$ cat config.mk
export PLATFORM = sky130hd
export DESIGN_NAME = pkt_tx_ctrl
export DESIGN_NICKNAME = d
export VERILOG_FILES = /design/src/rtl/pkt_tx_pkg.sv /design/src/rtl/tx_fifo.sv /design/src/rtl/tx_fetch_seq.sv /design/src/rtl/tx_miso_shifter.sv /design/src/rtl/pkt_tx_ctrl.sv
export SDC_FILE = /design/constraint.sdc
export NUM_CORES = 1
export LEC_CHECK = 0
export BUFFER_PORTS_ARGS = -buffer_cell sky130_fd_sc_hd__buf_2
export CAP_MARGIN = 40
export CORE_UTILIZATION = 60
export CTS_CLUSTER_SIZE = 30
export DETAILED_ROUTE_END_ITERATION = 10
export PLACE_DENSITY = 0.78
export SYNTH_ARGS = -nofsm -noshare
export SYNTH_HDL_FRONTEND = slang
export SYNTH_SLANG_ARGS = --single-unit
$ cat constraint.sdc
create_clock -name clk -period 4.8 [get_ports clk]
set_input_delay 0.96 -clock clk [delete_from_list [all_inputs] [get_ports clk]]
set_output_delay 0.96 -clock clk [all_outputs]
set_load 0.01 [all_outputs]
$ cat src/rtl/pkt_tx_pkg.sv
package pkt_tx_pkg;
    localparam int BYTE_W = 8;
    localparam logic [BYTE_W-1:0] SHIFT_RST_VAL = 8'h2A;
    localparam logic [BYTE_W-1:0] IDLE_VAL = 8'h00;
    localparam int BITCNT_W = $clog2(BYTE_W);

    typedef logic [BYTE_W-1:0] byte_t;

    typedef struct packed {
        byte_t               shreg;
        logic [BITCNT_W-1:0] bitcnt;
    } shifter_st_t;
endpackage

$ cat src/rtl/tx_fifo.sv
module tx_fifo #(
    parameter int W     = 8,
    parameter int DEPTH = 16
) (
    input  logic                       clk,
    input  logic                       rst_n,
    input  logic                       wr_valid,
    output logic                       wr_ready,
    input  logic [W-1:0]               wr_data,
    input  logic                       rd_en,
    output logic [W-1:0]               rd_data,
    output logic                       empty,
    output logic [$clog2(DEPTH):0]     level
);
    localparam int AW = $clog2(DEPTH);

    typedef struct packed {
        logic [DEPTH-1:0][W-1:0] mem;
        logic [AW-1:0]           wr;
        logic [AW-1:0]           rd;
        logic [AW:0]             cnt;
    } fifo_st_t;

    fifo_st_t st_d, st_q;
    logic push, pop;

    always_comb begin
        st_d     = st_q;
        wr_ready = (st_q.cnt != (AW+1)'(DEPTH));
        empty    = (st_q.cnt == '0);
        push     = wr_valid && wr_ready;
        pop      = rd_en && !empty;
        if (push) begin
            st_d.mem[st_q.wr] = wr_data;
            st_d.wr           = (st_q.wr == AW'(DEPTH - 1)) ? '0 : st_q.wr + 1'b1;
        end
        if (pop) begin
            st_d.rd = (st_q.rd == AW'(DEPTH - 1)) ? '0 : st_q.rd + 1'b1;
        end
        if (push && !pop) begin
            st_d.cnt = st_q.cnt + 1'b1;
        end else if (pop && !push) begin
            st_d.cnt = st_q.cnt - 1'b1;
        end
        rd_data = st_q.mem[st_q.rd];
        level   = st_q.cnt;
    end

    always_ff @(posedge clk) begin
        if (!rst_n) begin
            st_q <= '0;
        end else begin
            st_q <= st_d;
        end
    end
endmodule

$ cat src/rtl/tx_fetch_seq.sv
module tx_fetch_seq #(
    parameter int SLOT_W    = 10,
    parameter int OFS_W     = 6,
    parameter int BUF_DEPTH = 2
) (
    input  logic                          clk,
    input  logic                          rst_n,
    input  logic                          have_slot,
    input  logic [SLOT_W-1:0]             head_slot,
    input  logic [$clog2(BUF_DEPTH):0]    buf_level,
    input  logic                          fetch_grant,
    input  logic                          ret_valid,
    output logic                          fetch_req,
    output logic [SLOT_W+OFS_W-1:0]       fetch_addr,
    output logic                          slot_done
);
    typedef struct packed {
        logic [OFS_W-1:0] ofs;
        logic             pend;
    } seq_st_t;

    seq_st_t st_d, st_q;
    logic take;
    int   occ;

    always_comb begin
        st_d       = st_q;
        occ        = int'(buf_level) + int'(st_q.pend);
        fetch_req  = have_slot && (occ < BUF_DEPTH);
        fetch_addr = {head_slot, st_q.ofs};
        take       = fetch_req && fetch_grant;
        slot_done  = take && (&st_q.ofs);
        st_d.pend  = take || (st_q.pend && !ret_valid);
        if (take) begin
            st_d.ofs = st_q.ofs + 1'b1;
        end
    end

    always_ff @(posedge clk) begin
        if (!rst_n) begin
            st_q <= '0;
        end else begin
            st_q <= st_d;
        end
    end
endmodule

$ cat src/rtl/tx_miso_shifter.sv
module tx_miso_shifter
    import pkt_tx_pkg::*;
(
    input  logic  clk,
    input  logic  rst_n,
    input  logic  cs_n,
    input  logic  sclk_fall,
    input  logic  buf_empty,
    input  byte_t buf_head,
    output logic  buf_pop,
    output logic  miso
);
    shifter_st_t st_d, st_q;

    always_comb begin
        st_d    = st_q;
        buf_pop = 1'b0;
        if (cs_n) begin
            st_d.shreg  = '0;
            st_d.bitcnt = '0;
        end else if (sclk_fall) begin
            if (st_q.bitcnt == '0) begin
                st_d.shreg = buf_empty ? IDLE_VAL : buf_head;
                buf_pop    = !buf_empty;
            end else begin
                st_d.shreg = {st_q.shreg[BYTE_W-2:0], 1'b0};
            end
            st_d.bitcnt = st_q.bitcnt + 1'b1;
        end
        miso = st_q.shreg[BYTE_W-1];
    end

    always_ff @(posedge clk) begin
        if (!rst_n) begin
            st_q.shreg  <= SHIFT_RST_VAL;
            st_q.bitcnt <= '0;
        end else begin
            st_q <= st_d;
        end
    end
endmodule

$ cat src/rtl/pkt_tx_ctrl.sv
module pkt_tx_ctrl
    import pkt_tx_pkg::*;
#(
    parameter int SLOT_W    = 10,
    parameter int OFS_W     = 6,
    parameter int HQ_DEPTH  = 16,
    parameter int BUF_DEPTH = 2
) (
    input  logic                    clk,
    input  logic                    rst_n,
    input  logic [SLOT_W-1:0]       slot_in,
    input  logic                    slot_in_valid,
    output logic                    slot_in_ready,
    output logic                    fetch_req,
    output logic [SLOT_W+OFS_W-1:0] fetch_addr,
    input  logic                    fetch_grant,
    input  logic [BYTE_W-1:0]       ret_byte,
    input  logic                    ret_valid,
    input  logic                    cs_n,
    input  logic                    sclk_fall,
    output logic                    miso
);
    localparam int HQ_AW  = $clog2(HQ_DEPTH);
    localparam int BUF_AW = $clog2(BUF_DEPTH);

    logic [SLOT_W-1:0] head_slot;
    logic              hq_empty;
    logic [HQ_AW:0]    hq_cnt;
    logic              slot_done;

    logic              bq_wr_ready;
    byte_t             bq_head;
    logic              bq_empty;
    logic [BUF_AW:0]   bq_cnt;
    logic              bq_pop;

    tx_fifo #(.W(SLOT_W), .DEPTH(HQ_DEPTH)) i_slot_q (
        .clk      (clk),
        .rst_n    (rst_n),
        .wr_valid (slot_in_valid),
        .wr_ready (slot_in_ready),
        .wr_data  (slot_in),
        .rd_en    (slot_done),
        .rd_data  (head_slot),
        .empty    (hq_empty),
        .level    (hq_cnt)
    );

    tx_fetch_seq #(.SLOT_W(SLOT_W), .OFS_W(OFS_W), .BUF_DEPTH(BUF_DEPTH)) i_fetch (
        .clk         (clk),
        .rst_n       (rst_n),
        .have_slot   (!hq_empty),
        .head_slot   (head_slot),
        .buf_level   (bq_cnt),
        .fetch_grant (fetch_grant),
        .ret_valid   (ret_valid),
        .fetch_req   (fetch_req),
        .fetch_addr  (fetch_addr),
        .slot_done   (slot_done)
    );

    tx_fifo #(.W(BYTE_W), .DEPTH(BUF_DEPTH)) i_byte_q (
        .clk      (clk),
        .rst_n    (rst_n),
        .wr_valid (ret_valid),
        .wr_ready (bq_wr_ready),
        .wr_data  (ret_byte),
        .rd_en    (bq_pop),
        .rd_data  (bq_head),
        .empty    (bq_empty),
        .level    (bq_cnt)
    );

    tx_miso_shifter i_shift (
        .clk       (clk),
        .rst_n     (rst_n),
        .cs_n      (cs_n),
        .sclk_fall (sclk_fall),
        .buf_empty (bq_empty),
        .buf_head  (bq_head),
        .buf_pop   (bq_pop),
        .miso      (miso)
    );
endmodule


# After elaboration in Yosys (flattened, before gate mapping)
# Cells that the tools add are included.
# Widths: inputs -> output; s select.
dict set report word_totals {
  output_inout_bits 19
  elab_cells 107
  in_bits 25
  register_bits 211
}
dict set report op_classes {
  add_sub_neg 11
  order_cmp 7
  bitwise_logic 1
  muxes 25
  eq_ne 4
  reduce_logical 30
}
# operator count
set op_table {}
lappend op_table {{$bwmux 160} 1}
lappend op_table {{$bmux 10 s4} 1}
lappend op_table {{$demux 10 s4} 1}
lappend op_table {{$mux 8} 5}
lappend op_table {{$lt 32x3->1 const B} 1}
lappend op_table {{$mux 10} 2}
lappend op_table {{$mux 9} 2}
lappend op_table {{$bwmux 16} 1}
lappend op_table {{$logic_and 1x1->1} 14}
lappend op_table {{$lt 4x5->1 const B} 2}
lappend op_table {{$mux 5} 2}
lappend op_table {{$add 4x1->4 const B} 2}
lappend op_table {{$demux 8 s1} 1}
lappend op_table {{$eq 4x4->1 const B} 2}
lappend op_table {{$mux 4} 2}
lappend op_table {{$logic_not 1->1} 7}
lappend op_table {{$add 6x1->6 const B} 1}
lappend op_table {{$reduce_and 6->1} 1}
lappend op_table {{$reduce_bool 2->1} 3}
lappend op_table {{$add 5x1->5 const B} 1}
lappend op_table {{$logic_not 5->1} 1}
lappend op_table {{$mux 1} 5}
lappend op_table {{$ne 5x5->1 const B} 1}
lappend op_table {{$sub 5x1->5 const B} 1}
lappend op_table {{other kinds (15)} 18}

# Longest topological paths before layout
# Gate-level depths: netlist of the first run.
dict set report logic_depth {
  depth_word 9
  depth_mapped 11
  mapped_depth_nobuf 11
}

# Hierarchy
# Synthesis of the first run repeated with hierarchy kept, for this count alone.
dict set report unflattened {
  hier_cells 949
  hier_area_um2 10184.8
}
# module cells_per_inst instances seq_area_each_um2 area_each_um2
set modules_own_cells {}
lappend modules_own_cells {{tx_fifo at i_slot_q} 732 1 3463.3 8180.3}
lappend modules_own_cells {{tx_fifo at i_byte_q} 93 1 400.4 940.9}
lappend modules_own_cells {tx_miso_shifter 59 1 220.2 554.3}
lappend modules_own_cells {tx_fetch_seq 64 1 140.1 505.5}
lappend modules_own_cells {pkt_tx_ctrl 1 1 0.0 3.8}

# Worst setup path after synthesis of the first run
# OpenSTA, ideal clock, no wires.
dict set report synth_timing {
  path_type {reg2out}
  from {register i_slot_q.st_q[5] (netlist bit)}
  to {output port fetch_addr[10]}
  required_time_ns 3.840
  arrival_time_ns 1.789
  path_slack_ns 2.051
  stages_incl_launch_ff 6
  path_buffers 2
  cell_sequence {dfxtp_1 clkbuf_1 buf_2 mux4_2 a22oi_1 nand2_1}
}
dict set report synth_between {
  elab_chain_len 2
}
# item line
set synth_rtl {}
lappend synth_rtl {{from (decl)} tx_fifo.sv:24} ;# fifo_st_t st_d, st_q;
lappend synth_rtl {{from (signal assigned)} tx_fifo.sv:53} ;# st_q <= st_d;
lappend synth_rtl {{$bmux 10 s4} tx_fifo.sv:45} ;# rd_data = st_q.mem[st_q.rd];
lappend synth_rtl {{$mux 10 (not written as such)} tx_fifo.sv:45}
lappend synth_rtl {{to (decl)} pkt_tx_ctrl.sv:15} ;# output logic [SLOT_W+OFS_W-1:0] fetch_addr,
# Every way passes these cells. The select of a mux whose other input is x is not followed.

# Final worst setup path of the first run
dict set report layout_timing {
  from {register i_slot_q.st_q[5] (netlist bit)}
  to {output port fetch_addr[7]}
}
# Same word-level chain as after synthesis.

==> flow_summary.yaml, run 1 <==
detailed_routing:
  routed_wl_mm: 22.9
  highest_layer: "met4"
  drc: 0
  antenna_left: 0
  route.met3.wl_mm: 1.21
  drt-met1-wl_mm: 9.77
  vias: 6800
  drt_iter0_drc: 413
  wl_met2_mm: 11.1
  vias_per_cell: 5.88
  avgRoutedWirePerCell_um: 19.8
  dr.pass1.iters: 5
clocking:
  cts.sinks: 211
  root_buffer: "clkbuf_16"
  post_cts_buffers: 0
  path_clk_slew_ns: 0.06
  insertion_delay_ns: 0.51
  htree_num_levels: 1
  cts_hold_buf: 0
  cts-resized-gates: 0
  cts_buffer_depth: 3
  numCtsBuffers: 23
  cts_tree: "built"
setup_path:
  r2r-end: "i_slot_q.level[3]$_SDFFE_PN0P_"
  crit_required_ns: 3.84
  endpoint: "fetch_addr[7]"
  crit-reg2reg-launch: "i_slot_q.level[0]$_SDFFE_PN0P_"
  arrival_ns: 2.55
  reg2regPathDepth: 10
  worst_setup_path_end_kind: "primary output"
  crit_path_start: "i_slot_q.st_q[5]$_SDFFE_PN0P_"
  ff2ff_setup_slack_ns: 1.80
  worst-setup-path-type: "flip-flop to primary output"
  worst_setup_path_start_kind: "flip-flop"
  worstPathMaxFanout: 31
pwr:
  vdd_drop_max_v: 0.000274
  power_mw: 4.18
  power_density_mw_per_mm2: 379
  p_leak_nw: 3.64
die:
  initial_core_util: 0.618
  core_area_mm2: 0.0160
  dieArea_mm2: 0.0170
  rows: 46
  die_h_um: 130
  ios: 44
  die_w_um: 130
timing:
  finalHoldViolations: 0
  max_freq_mhz: 285
  setup_viol: 0
  drv_slew: 0
  worst_pin_slew_ns: 0.892
  skew_ns: 0.0176
  period_share: 0.732
  min_period_ns: 3.51
  rsz0062_at_grt: "false"
  relSlewSlack: 0.404
  setup_tns_ns: 0
global_routing:
  grt_pass1_vias: 6907
  track_usage: 0.277
  grt_remaining_overflow: 0
  grt_pass1_wl_mm: 36.2
  antenna_found_initial: 0
  grt_start_max_net_pins: 85
synthesis:
  synth_top_area_frac: 0.427
  seq_area_frac_synth: 0.427
  synth_top_family_by_area: "multiplexers"
  synth-simple-area-share: 0.159
  ys_warn_count: 0
  syn-num-nets: 951
  synth-main-ff-cell: "dfxtp_1"
  synth_commonest_cells: "dfxtp_1 (211), mux2i_1 (180), nor2b_1 (177), clkbuf_1 (54), mux4_2 (40)"
  yosysTopAreaCell: "dfxtp_1"
  syn_area_mm2: 0.00989
  synth-edff-count: 0
  synth-compound-area-share: 0.0667
  synthAdderAreaFrac: 0.0185
  synth_mux_area_frac: 0.279
  yosysUniqueCellTypes: 44
  synth_area_leaders: "dfxtp_1 (43%), mux2i_1 (18%), nor2b_1 (11%)"
  synth-async-reset-ratio: 0
  avgSynthCellArea_um2: 10.8
  synth.most_common_cell: "dfxtp_1"
  synth-seq-cells: 211
  synthCells: 912
  synthXorXnorAreaFrac: 0.00974
layout:
  synthToLayoutAreaGrowth_pct: 11.7
  nNetsFinal: 966
  final_layout_size_suffix_gt1_frac: 0.179
  insertedDiodeCount: 0
status:
  status: "finished, final reports clean"
placed_design:
  hpwl_mm: 14.6
  port_buffers: 43
  gp_congestion: 0.803
run:
  drv_cap: 0
min_path:
  min_path_type: "flip-flop to flip-flop"
  hold_depth: 2
## metrics by stage
step                      instance area, um^2   util  hold WS [ns]  instances  worst slack (ns)
final                                   11000  0.690         0.473       1156              1.29
after global routing                    11000  0.690         0.499       1156              1.13
after CTS                               11000  0.690         0.473       1156              1.23
after detailed placement                10400  0.649         0.464       1118              1.78
after global placement                  10300  0.645         0.451       1113              1.79
after floorplan                          9890      -         0.440        912              2.05
## report_power, final
group	switching [mW]	internal [mW]	leakage, nW
Clock	0.673	0.912	0.331
Combinational	0.391	0.287	1.60
Sequential	0.0846	1.84	1.71
Total	1.15	3.04	3.64
## cells in the final DEF (no fill, tap or decap), types with 3 or more instances in the layout
cell type / count
clkbuf_1: 7
ha_1: 13
xor2_1: 3
o21ai_0: 5
clkinv_2: 4
and2_1: 7
mux4_2: 40
a31oi_1: 4
nand2b_1: 6
a21boi_0: 13
nor2_1: 14
mux2_2: 5
a22oi_1: 24
mux2i_1: 180
clkbuf_16: 23
buf_2: 45
inv_1: 11
xnor2_1: 8
a211oi_1: 6
buf_4: 24
nand2_1: 37
or3_1: 4
a21oi_1: 7
nand3_1: 15
o221ai_1: 3
a2111oi_2: 16
nor2b_1: 177
dfxtp_1: 209
## routing by layer
layer / GRT usage / vias to the layer above
met5: 0 / -
met4: 0.112 / 0
met3: 0.0472 / 61
met2: 0.472 / 174
met1: 0.351 / 3312
li1: - / 3253
## worst max-delay path, stage by stage, from the launching register on
cell	delay [ns]
dfxtp_2	0.65
buf_12	0.34
mux4_2	0.56
a22oi_1	0.21
nand2_1	0.10
buf_2	0.15
## worst min-delay path by stage
| stage | startpoint | to |
|---|---|---|
| final | i_byte_q.st_q[14]$_SDFFE_PN0P_ | i_byte_q.st_q[14]$_SDFFE_PN0P_ |
| after global routing | i_byte_q.st_q[13]$_SDFFE_PN0P_ | i_byte_q.st_q[13]$_SDFFE_PN0P_ |
| after CTS | i_byte_q.st_q[14]$_SDFFE_PN0P_ | i_byte_q.st_q[14]$_SDFFE_PN0P_ |
| after detailed placement | i_byte_q.st_q[14]$_SDFFE_PN0P_ | i_byte_q.st_q[14]$_SDFFE_PN0P_ |
| after global placement | i_byte_q.st_q[12]$_SDFFE_PN0P_ | i_byte_q.st_q[12]$_SDFFE_PN0P_ |
| after floorplan | i_byte_q.st_q[12]$_SDFFE_PN0P_ | i_byte_q.st_q[12]$_SDFFE_PN0P_ |
## cell type report
cell class	count	area, um^2
multi-input combinational	608	5370
fill	1210	4950
sequential	211	4230
clock buffer	32	629
timing repair buffer	72	473
tap	216	270
inverter	11	41.3
clock inverter	6	37.5
## state kept, by name, summed over array words and instances (netlist names)
signal and count:
i_slot_q.st_q 168, i_byte_q.st_q 18, i_shift.st_q 10, i_fetch.fetch_addr 6, i_slot_q.level 5, i_byte_q.level 2, i_fetch.st_q 1, i_shift.miso 1
## cell families after synthesis
family | after synthesis
adder cells (fa/ha/maj) | 14
flip-flops | 211
multiplexers | 225
XOR/XNOR | 11
buffers and inverters | 93
AO/OA/AOI/OAI | 88
AND/OR/NAND/NOR | 270
Note: power is estimated with default switching activity, not from simulation.
==> inputs of run 2 (changes only) <==
--- a/config.mk
+++ b/config.mk
@@ -5,6 +5,7 @@
 export SDC_FILE = /design/constraint.sdc
 export NUM_CORES = 1
 export LEC_CHECK = 0
+export ABC_AREA = 1
 export BUFFER_PORTS_ARGS = -buffer_cell sky130_fd_sc_hd__buf_2
 export CAP_MARGIN = 40
 export CORE_UTILIZATION = 60
==> constraint.sdc (replaced) <==
create_clock -name clk -period 3.6 [get_ports clk]
set_input_delay 0.72 -clock clk [delete_from_list [all_inputs] [get_ports clk]]
set_output_delay 0.72 -clock clk [all_outputs]
set_load 0.01 [all_outputs]
==> flow_summary.yaml, run 2 <==
synthesis:
  synth.most_common_cell: "nand2_1"
  yosysUniqueCellTypes: 29
  synth_commonest_cells: "nand2_1 (281), dfxtp_1 (211), a21oi_1 (210), nand3_1 (196), nor2_1 (173)"
  synth-seq-cells: 211
  synth-edff-count: 0
  synth-main-ff-cell: "dfxtp_1"
  synth-async-reset-ratio: 0
  seq_area_frac_synth: 0.427
  synthCells: 1436
  synth_top_area_frac: 0.427
  syn-num-nets: 1475
  synth_area_leaders: "dfxtp_1 (43%), nand2_1 (11%), a21oi_1 (11%)"
  syn_area_mm2: 0.00989
  ys_warn_count: 0
  avgSynthCellArea_um2: 6.89
  yosysTopAreaCell: "dfxtp_1"
layout:
  fill_cells: 1496
  top_register: "i_slot_q.st_q"
  layoutNonFillerInstCount: 1637
  final_cell_mix: "nand2_1 (281), a21oi_1 (210), dfxtp_1 (210)"
  insertedDiodeCount: 0
  synthToLayoutAreaGrowth_pct: 8.95
  reg.largest.list: "i_slot_q.st_q: 168 flops, i_byte_q.st_q: 18 flops, i_shift.st_q: 10 flops"
  nNetsFinal: 1446
  layout_commonest_cell: "nand2_1"
  final_layout_size_suffix_gt1_frac: 0.0866
  largest_register_ffs: 168
run:
  drv_cap: 0
detailed_routing:
  drc: 0
  vias: 9729
  avgRoutedWirePerCell_um: 17.1
  routed_wl_mm: 28.0
  vias_per_cell: 5.94
  antenna_left: 0
  dr.pass1.iters: 6
  drt_iter0_drc: 1094
clocking:
  numCtsBuffers: 23
  cts_buffer_depth: 3
  insertion_delay_ns: 0.52
  root_buffer: "clkbuf_16"
  cts_hold_buf: 0
  cts_tree: "built"
  path_clk_slew_ns: 0.06
  post_cts_buffers: 0
  cts.sinks: 211
  htree_num_levels: 1
  cts-resized-gates: 0
setup_path:
  worst-setup-path-type: "flip-flop to primary output"
  worst_setup_path_end_kind: "primary output"
  arrival_ns: 2.44
  worstPathMaxFanout: 82
  reg2regPathDepth: 13
  r2r-end: "i_slot_q.level[4]$_SDFFE_PN0P_"
  crit-reg2reg-launch: "i_fetch.fetch_addr[0]$_SDFFE_PN0P_"
  ff2ff_setup_slack_ns: 1.00
  crit_required_ns: 2.88
  worst_setup_path_start_kind: "flip-flop"
timing:
  setup_tns_ns: 0
  skew_ns: 0.0191
  period_share: 0.877
  rsz0062_at_grt: "false"
  relSlewSlack: 0.374
  setup_viol: 0
  min_period_ns: 3.16
  worst_slack_ns: 0.443
  drv_slew: 0
  hold_slack_ns: 0.447
  max_freq_mhz: 317
  finalHoldViolations: 0
  worst_pin_slew_ns: 0.936
pwr:
  p_leak_nw: 3.92
  power_mw: 5.38
  vdd_drop_max_v: 0.000448
  power_density_mw_per_mm2: 499
die:
  die_h_um: 130
  dieArea_mm2: 0.0170
  die_w_um: 130
  rows: 46
  initial_core_util: 0.618
  ios: 44
  core_area_mm2: 0.0160
placed_design:
  hpwl_mm: 17.1
  placedCellCount: 1598
  pre_cts_ws_ns: 1.01
  gp_congestion: 0.927
  port_buffers: 43
min_path:
  holdPathEnd: "i_byte_q.st_q[6]$_SDFFE_PN0P_"
  hold_depth: 2
  min_path_type: "flip-flop to flip-flop"
  hp-start: "i_byte_q.st_q[6]$_SDFFE_PN0P_"
global_routing:
  grt_pass1_wl_mm: 44.1
  met2_usage: 0.543
  use_met1: 0.424
  busiest_layer: "met2"
  grt_start_max_net_pins: 180
  grt_remaining_overflow: 0
  track_usage: 0.327
  grt_pass1_vias: 8764
  met3_usage: 0.0423
  antenna_found_initial: 0
status:
  status: "finished, final reports clean"
## run 2: cell type report
type	count	area, um^2	share of cell area
well taps	216	270	0.0251
clock buffers	29	638	0.0592
flip-flops and latches	211	4230	0.392
clock inverters	10	129	0.0120
inverters	58	223	0.0207
repair buffers	62	395	0.0367
multi-input cells	1051	4900	0.454
## run 2: power breakdown
part           switching (mW)  internal, mW  leakage (nW)
clock network           0.954          1.46         0.385
registers              0.0467          2.40          1.71
logic                   0.369         0.145          1.82
## run 2: layer usage
metal | vias up | part of all wire
met5 | - | 0
met4 | 0 | 0.041
met3 | 90 | 0.077
met2 | 453 | 0.47
met1 | 4479 | 0.41
li1 | 4707 | -
## run 2: cell families after synthesis
| kind of cell | Yosys count | share of synthesized area |
|---|---|---|
| simple gates | 674 | 0.287 |
| compound gates | 357 | 0.184 |
| flops | 211 | 0.427 |
| buf+inv | 174 | 0.0779 |
| fa+ha+maj | 14 | 0.0185 |
| xor+xnor | 6 | 0.00531 |
## run 2: how the worst max path moves through the flow
| stage | startpoint | endpoint | slack [ns] | cells past startpoint |
|---|---|---|---|---|
| CTS | i_slot_q.st_q[5]$_SDFFE_PN0P_ | fetch_addr[9] | 0.48 | 10 |
| global placement | i_slot_q.st_q[5]$_SDFFE_PN0P_ | fetch_addr[6] | 1.04 | 10 |
| finish | i_slot_q.st_q[5]$_SDFFE_PN0P_ | fetch_addr[6] | 0.44 | 10 |
| detailed placement | i_fetch.fetch_addr[0]$_SDFFE_PN0P_ | i_slot_q.level[4]$_SDFFE_PN0P_ | 1.01 | 13 |
| global route | i_slot_q.st_q[5]$_SDFFE_PN0P_ | fetch_addr[10] | 0.29 | 10 |
| floorplan | i_fetch.fetch_addr[0]$_SDFFE_PN0P_ | i_slot_q.level[4]$_SDFFE_PN0P_ | 1.39 | 13 |
## run 2: worst max-delay path, cell delays in order, from the launching register on
cell,delay (ns)
dfxtp_2,0.33
buf_4,0.69
nor2_1,0.08
nor2_1,0.16
o21ai_0,0.10
o21ai_0,0.10
nand2_1,0.08
nand2_1,0.12
inv_1,0.05
nand2_1,0.07
buf_2,0.13
## run 2: stage by stage
step           instance area (um^2)   util
2_1_floorplan                  9890      -
3_3_place_gp                  10000  0.625
3_5_place_dp                  10000  0.626
4_1_cts                       10800  0.674
5_1_grt                       10800  0.674
6_report                      10800  0.674
